`src/rtl/vec_irq_pkg.sv`:
```
package vec_irq_pkg;
  // Register word addresses on the 3-bit port.
  typedef enum logic [2:0] {
    REG_STATUS = 3'd0,
    REG_PEND   = 3'd1,
    REG_ACK    = 3'd2,
    REG_ENA    = 3'd3,
    REG_SETEN  = 3'd4,
    REG_CLREN  = 3'd5,
    REG_MASTER = 3'd6,
    REG_VECTOR = 3'd7
  } regSel_e;

  // Write strobes from the decoder to the datapath.
  typedef struct packed {
    logic wrStatus;
    logic ack;
    logic wrEnable;
    logic setEnable;
    logic clrEnable;
    logic wrMaster;
  } strobes_t;
endpackage

```
`src/rtl/vec_irq_decode.sv`:
```
module vec_irq_decode
  import vec_irq_pkg::*;
(
  input  logic       wrEn,
  input  logic [2:0] addr,
  output strobes_t   strb,
  output regSel_e    rdSel
);
  always_comb begin
    rdSel = regSel_e'(addr);
    strb  = '0;
    if (wrEn) begin
      unique case (rdSel)
        REG_STATUS: strb.wrStatus  = 1'b1;
        REG_ACK:    strb.ack       = 1'b1;
        REG_ENA:    strb.wrEnable  = 1'b1;
        REG_SETEN:  strb.setEnable = 1'b1;
        REG_CLREN:  strb.clrEnable = 1'b1;
        REG_MASTER: strb.wrMaster  = 1'b1;
        default:    strb = '0;  // pending and vector are read-only
      endcase
    end
  end
endmodule

```
`src/rtl/vec_irq_datapath.sv`:
```
module vec_irq_datapath
  import vec_irq_pkg::*;
#(
  parameter int NUM_SRC = 32,
  parameter int DATA_W  = 32
) (
  input  logic                      clk,
  input  logic                      rstN,
  input  logic [NUM_SRC-1:0]        irqIn,
  input  strobes_t                  strb,
  input  regSel_e                   rdSel,
  input  logic [DATA_W-1:0]         wrData,
  output logic [DATA_W-1:0]         rdData,
  output logic                      irqOut,
  output logic [NUM_SRC-1:0]        statusQ,
  output logic [NUM_SRC-1:0]        enableQ,
  output logic [1:0]                masterQ,
  output logic [NUM_SRC-1:0]        pendQ,
  output logic [$clog2(NUM_SRC)-1:0] vecIdx,
  output logic                      vecValid
);
  localparam int IDX_W = $clog2(NUM_SRC);

  logic [NUM_SRC-1:0] prevIn;
  logic [NUM_SRC-1:0] edgeSeen;
  logic [NUM_SRC-1:0] statusNext;
  logic [NUM_SRC-1:0] enableNext;
  logic [NUM_SRC-1:0] wrMask;
  logic [1:0]         masterNext;

  assign wrMask   = wrData[NUM_SRC-1:0];
  assign edgeSeen = irqIn & ~prevIn;

  // Per-source status update: a software write or acknowledge first, then a fresh edge on top.
  for (genvar i = 0; i < NUM_SRC; i++) begin : g_src
    logic swBit;
    always_comb begin
      if (strb.wrStatus)              swBit = wrMask[i];
      else if (strb.ack && wrMask[i]) swBit = 1'b0;
      else                            swBit = statusQ[i];
    end
    assign statusNext[i] = swBit | edgeSeen[i];
  end

  always_comb begin
    enableNext = enableQ;
    if (strb.wrEnable)  enableNext = wrMask;
    if (strb.setEnable) enableNext = enableQ | wrMask;
    if (strb.clrEnable) enableNext = enableQ & ~wrMask;
  end

  always_comb begin
    masterNext = masterQ;
    if (strb.wrMaster) begin
      masterNext[0] = wrData[0];
      masterNext[1] = wrData[1] & masterQ[0];  // master only after hardware enable
    end
  end

  always_ff @(posedge clk or negedge rstN) begin
    if (!rstN) begin
      prevIn  <= '0;
      statusQ <= '0;
      enableQ <= '0;
      masterQ <= '0;
    end else begin
      prevIn  <= irqIn;
      statusQ <= statusNext;
      enableQ <= enableNext;
      masterQ <= masterNext;
    end
  end

  assign pendQ = statusQ & enableQ;

  // Priority encoder: the last (highest) set bit wins.
  always_comb begin
    vecIdx   = '0;
    vecValid = 1'b0;
    for (int i = 0; i < NUM_SRC; i++) begin
      if (pendQ[i]) begin
        vecIdx   = IDX_W'(i);
        vecValid = 1'b1;
      end
    end
  end

  assign irqOut = masterQ[0] & masterQ[1] & (|pendQ);

  always_comb begin
    rdData = '0;
    unique case (rdSel)
      REG_STATUS: rdData[NUM_SRC-1:0] = statusQ;
      REG_PEND:   rdData[NUM_SRC-1:0] = pendQ;
      REG_ENA:    rdData[NUM_SRC-1:0] = enableQ;
      REG_MASTER: rdData[1:0]         = masterQ;
      REG_VECTOR: begin
        rdData[IDX_W-1:0]  = vecIdx;
        rdData[DATA_W-1]   = vecValid;
      end
      default:    rdData = '0;  // write-only aliases
    endcase
  end
endmodule

```
`src/rtl/vec_irq_ctrl.sv`:
```
module vec_irq_ctrl
  import vec_irq_pkg::*;
#(
  parameter int NUM_SRC = 32,
  parameter int DATA_W  = 32
) (
  input  logic               clk,
  input  logic               rstN,
  input  logic [NUM_SRC-1:0] irqIn,
  input  logic               wrEn,
  input  logic [2:0]         addr,
  input  logic [DATA_W-1:0]  wrData,
  output logic [DATA_W-1:0]  rdData,
  output logic               irqOut
);
  localparam int IDX_W = $clog2(NUM_SRC);

  strobes_t           strb;
  regSel_e            rdSel;
  logic [NUM_SRC-1:0] statusQ;
  logic [NUM_SRC-1:0] enableQ;
  logic [1:0]         masterQ;
  logic [NUM_SRC-1:0] pendQ;
  logic [IDX_W-1:0]   vecIdx;
  logic               vecValid;

  vec_irq_decode decode_i (
    .wrEn  (wrEn),
    .addr  (addr),
    .strb  (strb),
    .rdSel (rdSel)
  );

  vec_irq_datapath #(.NUM_SRC(NUM_SRC), .DATA_W(DATA_W)) datapath_i (
    .clk      (clk),
    .rstN     (rstN),
    .irqIn    (irqIn),
    .strb     (strb),
    .rdSel    (rdSel),
    .wrData   (wrData),
    .rdData   (rdData),
    .irqOut   (irqOut),
    .statusQ  (statusQ),
    .enableQ  (enableQ),
    .masterQ  (masterQ),
    .pendQ    (pendQ),
    .vecIdx   (vecIdx),
    .vecValid (vecValid)
  );
endmodule

```
`config.mk`:
```
export PLATFORM = sky130hd
export DESIGN_NAME = vec_irq_ctrl
export DESIGN_NICKNAME = d
export VERILOG_FILES = /design/src/rtl/vec_irq_pkg.sv /design/src/rtl/vec_irq_decode.sv /design/src/rtl/vec_irq_datapath.sv /design/src/rtl/vec_irq_ctrl.sv
export SDC_FILE = /design/constraint.sdc
export NUM_CORES = 1
export LEC_CHECK = 0
export BUFFER_PORTS_ARGS = -buffer_cell sky130_fd_sc_hd__buf_2
export CORE_MARGIN = 8
export CORE_UTILIZATION = 45
export CTS_BUF_LIST = sky130_fd_sc_hd__clkbuf_2
export DETAILED_ROUTE_END_ITERATION = 7
export PLACE_DENSITY_LB_ADDON = 0.05
export SYNTH_ARGS = -nofsm -noshare
export SYNTH_HDL_FRONTEND = slang
export SYNTH_SLANG_ARGS = --single-unit
```
`constraint.sdc`:
```
create_clock -name clk -period 1.9 [get_ports clk]
set_clock_uncertainty 0.05 [all_clocks]
set_input_delay 0.095 -clock clk [delete_from_list [all_inputs] [get_ports clk]]
set_output_delay 0.095 -clock clk [all_outputs]
set_load 0.01 [all_outputs]
```
* After elaboration in Yosys (flattened, before gate mapping)
Index checks and enable logic that the tools add are counted.
** Word-level totals
- Bits in registers :: 98
- Input bits :: 70
** Operators by class
- Multiplexer cells :: 141
- Bitwise logic cells :: 41
- Equality and inequality tests :: 7
- Reductions and logical operators :: 35
** Operator list (count)
- $mux W1 :: 103
- $and A32 B32 Y32 :: 3
- $mux W32 :: 3
- $mux W5 :: 16
- $pmux W26 S3 :: 1
- $not A32 Y32 :: 2
- $logic_and A1 B1 Y1 :: 32
- $mux W4 :: 8
- $or A1 B1 Y1 :: 32
- $or A32 B32 Y32 :: 1
- $reduce_or A32 Y1 :: 1
- $eq A3 B3 Y1 const B :: 4
- $mux W3 :: 4
- $pmux W3 S4 :: 1
- $pmux W2 S5 :: 1
- $eq A3 B2 Y1 const B :: 2
- $mux W6 :: 1
- $mux W2 :: 2
- $pmux W1 S4 :: 1
- $and A1 B1 Y1 :: 3
- $eq A3 B1 Y1 const B :: 1
- $logic_not A3 Y1 :: 1
- $reduce_bool A3 Y1 :: 1

* Logic depth before layout (Yosys ltp)
Gate-level depths: netlist of run 1.
- Word-level depth :: 34
- Mapped depth :: 8
- Depth with buffers taken out :: 5

* Hierarchy
From an unflattened synthesis of run 1, not the netlist that was laid out.
** Second synthesis, totals
- Cells, all modules :: 594
- Area, all modules :: 5076.1 um^2
** Modules (own cells, without submodules)
- vec_irq_datapath :: area each 4979.8 um^2, instances 1, cells an instance 585
- vec_irq_decode :: area each 96.3 um^2, instances 1, cells an instance 9

* Least setup slack after synthesis of run 1
No wires, ideal clock.
- Path type :: reg-to-output
- Start :: register datapath_i.statusQ[19]
- End :: output port rdData[31]
- Path buffers :: 0
- Arrival time :: 1475 ps
- Stages on the path, launching flop included :: 6
- Path slack :: 280 ps
- Cell sequence :: dfrtp_1 a22oi_2 nand2_2 nor4_4 a41oi_1 a221o_1
** On the way
- Word-level cells in the longest chain between the ends :: 15
** Ends and longest elaborated chain
- from (decl) :: RTL line vec_irq_datapath.sv:15 : output logic [NUM_SRC-1:0] statusQ,
- from (signal assigned) :: RTL line vec_irq_datapath.sv:68 : statusQ <= statusNext;
- $and A32 B32 Y32 :: RTL line vec_irq_datapath.sv:74 : assign pendQ = statusQ & enableQ;
- $mux W1 (13 in a row) :: RTL line vec_irq_datapath.sv:81 : if (pendQ[i]) begin
- $pmux W1 S4 :: RTL line vec_irq_datapath.sv:92 : unique case (rdSel)
- to (decl) :: RTL line vec_irq_ctrl.sv:13 : output logic [DATA_W-1:0] rdData,
No other way between the ends.

* Worst setup path after layout of run 1
- Start :: register datapath_i.statusQ[17]
- End :: output port rdData[31]
** On the way
- Word-level cells in the longest chain between the ends :: 17
** Ends and longest elaborated chain (RTL line)
- $and A32 B32 Y32 :: vec_irq_datapath.sv:74
- $mux W1 (15 in a row) :: vec_irq_datapath.sv:81
- $pmux W1 S4 :: vec_irq_datapath.sv:92
No other way between the ends.

==> flow_summary.ini, run 1 <==
[outcome]
status = finished with violations
violations = negative setup slack

[place]
dp_hpwl_um = 11400
dpl_worst_slack_ns = -0.0134
place_area_mm2 = 0.00591
place_congestion = 0.879
portBuffers = 102

[sta]
finalCritPeriodShare_pct = 132
report.final.slew_viol_count = 0
slew_headroom_pct = 69.2
fin_crit_ns = 2.50
fin_ws_ns = -0.603
tightest_slew_ns = 0.458
fmax_ghz = 0.400
setup_viol = 7
setup_tns_ns = -3.68
rsz0062_at_grt = true
hold_violations = 0
whs_ns = 0.0634

[critical_path]
required_ns = 1.75
slowest_stage = dfrtp_1
worstPathMaxFanout = 3
reg2regPathDepth = 4
regToRegEndpoint = datapath_i.statusQ[17]
ff2ff_setup_slack_ns = 0.81
r2r-start = datapath_i.statusQ[17]
slowest_delay_ns = 0.46
path_cells = a22oi_2 > nand2_2 > nor4_4 > a41oi_1 > a221o_1 > buf_2
worstSetupStartpointType = flip-flop
crit_path_end_kind = output port
crit_arrival_ns = 2.36
worstSetupPathType = flip-flop to output port

[global_routing]
antenna_found_initial = 0
grt_start_max_net_pins = 37
grt_overflow = 0
grt_util_all_layers_pct = 23.5
grt_pass1_vias = 5444
grt_pass1_wl_um = 27600

[drt]
viasPerCell = 5.63
drt-total-wl_um = 17400
num_vias = 5537
drt_iter0_drc = 588
post_drt_wl_per_cell_um = 17.7
final_antenna_net_count = 0
drc = 0
first_pass_iters = 7

[worst_hold_path]
min_to = datapath_i.prevIn[29]
hold_class = primary input to flip-flop
hold_path_startpoint = irqIn[29]
min_path_cells = 2

[logic_synthesis]
yosysUniqueCellTypes = 49
async_reset_ff_share_pct = 100
synth_area_leaders = dfrtp_1 48%, a21oi_1 9.6%, o22ai_1 7.4%
synth_ff_type = dfrtp_1
synth-seq-cells = 98
synth_edf_count = 0
postSynthAreaPerCell_um2 = 8.43
seq_area_frac_synth_pct = 48.3
synth_top_cell_area_share_pct = 48.3
netlist_instances = 603
synth.net_count = 673
syn_area_mm2 = 0.00508
yosys_warnings = 0
synth_area_leader_cell = dfrtp_1

[die]
rows = 39
io_pins = 103
die_y_um = 122
design.core.area_mm2 = 0.0112
die_w_um = 122
initial_core_util_pct = 45.3
die_area_mm2 = 0.0149

[cells_and_area]
layout-drive-gt1-share_pct = 29.0
final_nets = 905
stdcell_area_mm2 = 0.00728
area_delta_synth_final_pct = 43.2
final_util_pct = 64.8
diodes = 0

[power_and_ir_drop]
ir_worst_vdd_uv = 622
power_leakage_nw = 3.25
power_density_mw_per_mm2 = 762

[cts]
ctsHtreeMaxLevel = 3
cts_tree = yes
path_clk_slew_ns = 0.26
cts_buffers = 9
clk_latency_ns = 0.61
root_buffer = clkbuf_2
cts.sinks = 98
clock_path_buffers = 2

[job]
cap_viol_max_count = 0
==> critical path, delay by kind of cell, from the launching register on <==
kind                   cells  cell delay [ns]
AND/OR/NAND/NOR            2             0.43
buffers and inverters      1             0.15
flip-flops                 1             0.46
AO/OA/AOI/OAI              3             0.70
==> power by group <==
group / switching, mW / internal (mW)
Sequential: 0.261 / 2.35
Combinational: 0.959 / 0.925
Clock: 0.723 / 0.322
Total: 1.94 / 3.60
==> how the worst max path moves through the flow <==
stage / startpoint / to / slack, ns / cells past startpoint
6_report: datapath_i.statusQ[17] / rdData[31] / -0.60 / 6
5_1_grt: datapath_i.statusQ[17] / rdData[31] / -0.77 / 6
4_1_cts: datapath_i.enableQ[31] / rdData[31] / -0.58 / 6
3_5_place_dp: datapath_i.statusQ[7] / rdData[2] / -0.01 / 6
3_3_place_gp: datapath_i.statusQ[7] / rdData[2] / -0.008 / 6
2_1_floorplan: datapath_i.statusQ[19] / rdData[31] / 0.28 / 5
==> metrics by stage <==
step / total power, mW / cells
after global routing: 5.86 / 983
after detailed placement: 4.06 / 851
final: 5.54 / 983
after global placement: 4.03 / 851
after CTS: 5.45 / 967
after floorplan: 3.42 / 603
==> cells by family after synthesis <==
group,Yosys count,share of synthesized area [%]
and+or+nand+nor,188,15.9
muxes,1,0.222
buffers and inverters,71,6.35
DFF,98,48.3
AOI/OAI and AO/OA,245,29.3
==> area by class of cell <==
| type | instances | area (µm²) |
|---|---|---|
| tap | 143 | 179 |
| inverter | 34 | 128 |
| timing repair buffer | 258 | 1940 |
| clock buffer | 12 | 60.1 |
| fill | 964 | 3950 |
| multi-input combinational | 434 | 2460 |
| clock inverter | 4 | 51.3 |
| sequential | 98 | 2460 |
==> sequential cells by signal, summed over array words and instances (netlist names) <==
signal	count
datapath_i.masterQ	2
datapath_i.prevIn	32
datapath_i.enableQ	32
datapath_i.statusQ	32
==> synth_stat cells (3+ instances only) <==
cell type and number:
dfrtp_1 98, a21oi_1 97, nand2_1 94, nor2_1 66
o22ai_1 60, o21ai_0 38, inv_1 32, buf_2 15
a22oi_1 12, buf_4 10, clkbuf_1 10, nand3_1 7
a32o_1 5, and2_1 5, a211oi_1 4, a22oi_2 3
a31oi_1 3, o211ai_1 3, o31ai_1 3
==> layout by cell type, fill, tap and decap left out, types with 3 or more instances in the layout <==
cell / instances
buf_2: 100
a21oi_1: 96
dfrtp_1: 95
nand2_1: 93
dlygate4sd3_1: 78
buf_4: 72
nor2_1: 64
o22ai_1: 57
o21ai_0: 35
inv_1: 32
a22oi_2: 12
clkbuf_2: 12
a32o_1: 5
nand3_1: 5
buf_6: 5
and2_1: 4
o22ai_2: 3
a211oi_2: 3
o211ai_1: 3
a22oi_1: 3
nand2_2: 3
dfrtp_2: 3
buf_12: 3
==> layer usage <==
| layer | GRT usage, % | routed length (µm) |
|---|---|---|
| met5 | 0 | 0 |
| met4 | 7.92 | 335 |
| met3 | 5.93 | 1300 |
| met2 | 38.7 | 8440 |
| met1 | 29.5 | 7360 |
==> what timing repair did <==
action	CTS	global route
hold buffers	74	5
pin swaps	19	20
setup buffers	26	11
gates resized for setup	27	15
hold endpoints to repair	196	5
setup endpoints to repair	7	9
(Power assumes the default switching activity.)
==> inputs of run 2 (changes only) <==
- clock period: 1.9 -> 3 ns (I/O delays scaled with it)
==> run 2 against run 1 <==
Effect of this change: the run now ends clean; clock power decreased by 37%; critical path type unchanged; critical path depth unchanged; cell area decreased by 11%; largest power group unchanged; highest routed layer unchanged.
==> flow_summary.ini, run 2 (synthesis gave the netlist of run 1 again) <==
[outcome]
status = completed

[cts]
clk_latency_ns = 0.62
cts.sinks = 98
clock_path_buffers = 2
root_buffer = clkbuf_2
cts_buffers = 9
cts_tree = yes
path_clk_slew_ns = 0.28
ctsHtreeMaxLevel = 3

[die]
die_area_mm2 = 0.0149
initial_core_util_pct = 45.3
die_y_um = 122
io_pins = 103
rows = 39
design.core.area_mm2 = 0.0112
die_w_um = 122

[sta]
fin_crit_ns = 2.69
setup_viol = 0
fin_ws_ns = 0.310
finalCritPeriodShare_pct = 89.7
hold_violations = 0
report.final.slew_viol_count = 0
rsz0062_at_grt = false
slew_headroom_pct = 21.8
tightest_slew_ns = 1.17
setup_tns_ns = 0
fmax_ghz = 0.372

[critical_path]
crit_path_end_kind = output port
crit_arrival_ns = 2.49
worstSetupStartpointType = flip-flop
slowest_stage = dfrtp_1
worstPathMaxFanout = 4
required_ns = 2.80
worstSetupPathType = flip-flop to output port
slowest_delay_ns = 0.49
path_cells = a22oi_1 > nand3_1 > nor4_4 > a41oi_1 > a221o_1 > buf_2

[cells_and_area]
area_delta_synth_final_pct = 28.0
reg_top3 = datapath_i.enableQ: 32 flops, datapath_i.prevIn: 32 flops, datapath_i.statusQ: 32 flops
final_common_cell = buf_2
layout-drive-gt1-share_pct = 19.3
fill_cells = 1043
diodes = 0
final_cell_mix = 101 x buf_2, 98 x dfrtp_1, 97 x a21oi_1
multi_input_area_mm2 = 0.00231
ff_latch_area_mm2 = 0.00245
final_nets = 832

[place]
dpl_worst_slack_ns = 0.744
portBuffers = 102
place_congestion = 0.867
dp_hpwl_um = 10800

[job]
cap_viol_max_count = 0

[drt]
num_vias = 5092
final_antenna_net_count = 0
post_drt_wl_per_cell_um = 17.7
drt_iter0_drc = 416
first_pass_iters = 5
drt-total-wl_um = 16100
drc = 0
viasPerCell = 5.60

[global_routing]
antenna_found_initial = 0
grt_overflow = 0
grt_util_all_layers_pct = 22.0
grt_pass1_wl_um = 26000
grt_start_max_net_pins = 65
grt_pass1_vias = 5066

[worst_hold_path]
hold_class = primary input to flip-flop

[power_and_ir_drop]
ir_worst_vdd_uv = 234
power_leakage_nw = 2.87
finalPower_mw = 3.21
power_density_mw_per_mm2 = 494
run 2: final cells by class:
cell class	instances	area share (%)
Timing Repair Buffer	185	20.3
Clock buffer	11	0.846
Tap cell	143	2.75
Multi-Input combinational cell	434	35.6
Inverter	34	1.96
Clock inverter	5	0.846
Sequential cell	98	37.7
run 2: power breakdown:
group | switching (mW) | internal [mW] | total, mW
registers | 0.196 | 1.49 | 1.68
clock network | 0.471 | 0.195 | 0.666
logic | 0.471 | 0.390 | 0.861
total | 1.14 | 2.07 | 3.21
run 2: critical path, delay by kind of cell (launching register included):
kind                   cells  cell delay [ns]
DFF                        1             0.49
buffers and inverters      1             0.15
and+or+nand+nor            2             0.45
AOI/OAI and AO/OA          3             0.77
run 2: through the flow:
stage	area [µm²]	hold slack, ns	util, %	cells
floorplan	5080	-0.196	-	603
global placement	5680	0.0825	50.6	824
detailed placement	5680	0.0824	50.6	824
CTS	6500	0.00949	57.9	910
global route	6500	0.0503	57.9	910
finish	6500	0.0873	57.9	910
run 2: path summary, 6_finish.rpt:
path / cells after the start / slack, ns / to / start
setup / recovery: 6 / 0.31 / rdData[31] / datapath_i.enableQ[31]
hold / removal: 5 / 0.09 / datapath_i.masterQ[1] / addr[0]
setup reg to reg: 2 / 2.11 / datapath_i.statusQ[11] / datapath_i.statusQ[11]
hold reg to reg: 1 / 0.38 / datapath_i.statusQ[0] / datapath_i.prevIn[0]
max in group asynchronous: 4 / 1.93 / datapath_i.prevIn[0] / rstN
min in group asynchronous: 4 / 0.50 / datapath_i.statusQ[24] / rstN
run 2: metal layers:
metal  vias to the layer above  GRT usage (%)  part of all wire [%]
met3                        27           4.60                   6.8
li1                       2471              -                     -
met1                      2435           27.7                    43
met2                       159           35.7                    48
met5                         -              0                     0
met4                         0           10.3                   2.4
run 2: repair_timing:
| item | CTS | global route |
|---|---|---|
| gates resized for setup | 0 | 0 |
| hold buffers | 70 | 0 |
| setup buffers | 0 | 0 |
| endpoints found under the hold margin | 196 | 0 |
==> inputs of run 3 (changes only) <==
- CORE_UTILIZATION: 45 -> 55
- SLEW_MARGIN: unset -> 20
==> run 3 against run 2 <==
Effect of this change: cell count is 4.0% lower; sequential cell count is the same; utilization is 13 points higher; first-iteration DRC count is 13% lower; cell area down 1.2%; sequential share of layout area grew 0.44 points; non-clock buffer count fell by 4; worst hold slack got worse by 0.048 ns; largest power group unchanged; highest routed layer unchanged.
==> flow_summary.ini, run 3 (synthesis gave the netlist of run 1 again) <==
[outcome]
status = completed

[critical_path]
required_ns = 2.80
regToRegEndpoint = datapath_i.statusQ[21]
reg2regPathDepth = 2
crit_arrival_ns = 2.49
ff2ff_setup_slack_ns = 2.09
worstPathMaxFanout = 4
worstSetupStartpointType = flip-flop
setup.worst_path.start = datapath_i.statusQ[23]
worstSetupPathType = flip-flop to output port
r2r-start = datapath_i.statusQ[21]
crit_path_end_kind = output port

[sta]
tightest_slew_ns = 0.594
fmax_ghz = 0.371
setup_tns_ns = 0
finalCritPeriodShare_pct = 89.7
slew_headroom_pct = 60.4
fin_crit_ns = 2.69
hold_violations = 0
rsz0062_at_grt = false
setup_viol = 0
report.final.slew_viol_count = 0

[worst_hold_path]
hold_class = primary input to asynchronous set/reset pin

[place]
place_area_mm2 = 0.00567
dp_hpwl_um = 10100
portBuffers = 102
place_congestion = 0.882

[die]
initial_core_util_pct = 55.8
die_area_mm2 = 0.0126
design.core.area_mm2 = 0.00911
rows = 35
io_pins = 103
die_y_um = 112
die_w_um = 112

[global_routing]
grt_overflow = 0
grt_pass1_vias = 5124
grt_pass1_wl_um = 25000
antenna_found_initial = 0
grt_start_max_net_pins = 99
grt_util_all_layers_pct = 24.2

[power_and_ir_drop]
power_density_mw_per_mm2 = 488
ir_worst_vdd_uv = 255
power_leakage_nw = 2.85

[job]
cap_viol_max_count = 0

[cts]
clk_latency_ns = 0.56
root_buffer = clkbuf_2
cts_buffers = 9
path_clk_slew_ns = 0.30
ctsHtreeMaxLevel = 3
cts.sinks = 98
ctsResizeCount = 0
cts_tree = yes
clock_path_buffers = 2

[cells_and_area]
multi_input_area_mm2 = 0.00231
stdcell_area_mm2 = 0.00643
fill_cells = 749
reg_top3 = datapath_i.enableQ: 32 flops, datapath_i.prevIn: 32 flops, datapath_i.statusQ: 32 flops
layout-drive-gt1-share_pct = 19.3
final_nets = 828
diodes = 0
ff_latch_area_mm2 = 0.00245
final_common_cell = buf_2
area_delta_synth_final_pct = 26.5
final_cell_mix = 101 x buf_2, 98 x dfrtp_1, 97 x a21oi_1

[drt]
drc = 0
num_vias = 5146
drt_iter0_drc = 361
first_pass_iters = 5
post_drt_wl_per_cell_um = 17.3
final_antenna_net_count = 0
viasPerCell = 5.89
drt-total-wl_um = 15100
-- run 3: cell types whose count changed in the layout (fill, tap and decap cells not counted), sizes merged --
cell / delta
buf: -1
clkbuf: -1
dlygate4sd3: -3
inv: +2
bufinv: -1
-- run 3: layer usage --
metal,part of all wire (%),global-route usage (%),vias to the layer above,routed length (µm)
met5,0,0,-,0
li1,-,-,2463,-
met2,48,39.5,208,7180
met3,7.8,6.12,19,1180
met1,43,31.0,2456,6540
met4,1.3,6.92,0,190
-- run 3: timing repair --
action                     CTS  global route
hold endpoints to repair   196             0
setup endpoints to repair    0             0
hold buffers                66             0
buffers inserted             0             0
-- run 3: worst max path at each step --
stage	to	slack, ns
2_1_floorplan	rdData[31]	1.32
3_3_place_gp	rdData[2]	1.06
3_5_place_dp	rdData[31]	0.99
4_1_cts	rdData[31]	0.29
5_1_grt	rdData[31]	0.17
6_report	rdData[31]	0.31
-- run 3: layout make-up --
cell class	instances	area share [%]
inverters	34	1.99
clock inverters	6	0.779
flip-flops and latches	98	38.1
multi-input cells	434	36.0
repair buffers	181	20.2
well taps	111	2.16
clock buffers	10	0.779
-- run 3: metrics by stage --
step,util [%],hold slack (ns),cells,power [mW],setup slack (ns)
floorplan,-,-0.196,603,2.16,1.32
global placement,62.2,0.204,792,2.47,1.06
detailed placement,62.2,0.200,792,2.49,0.994
CTS,70.6,0.00748,874,3.15,0.292
global route,70.6,0.00873,874,3.32,0.167
finish,70.6,0.0393,874,3.14,0.308
-- run 3: worst max-delay path, cell delays in order (launching register included) --
cell,delay (ns)
dfrtp_1,0.52
a22oi_4,0.29
nand2_2,0.12
nor4_4,0.34
a41oi_1,0.16
a221o_1,0.31
buf_2,0.15
-- run 3: power by group --
part	total (mW)	internal, mW	switching (mW)
sequential	1.67	1.49	0.184
combinational	0.871	0.390	0.481
clock	0.596	0.122	0.475
total	3.14	2.00	1.14
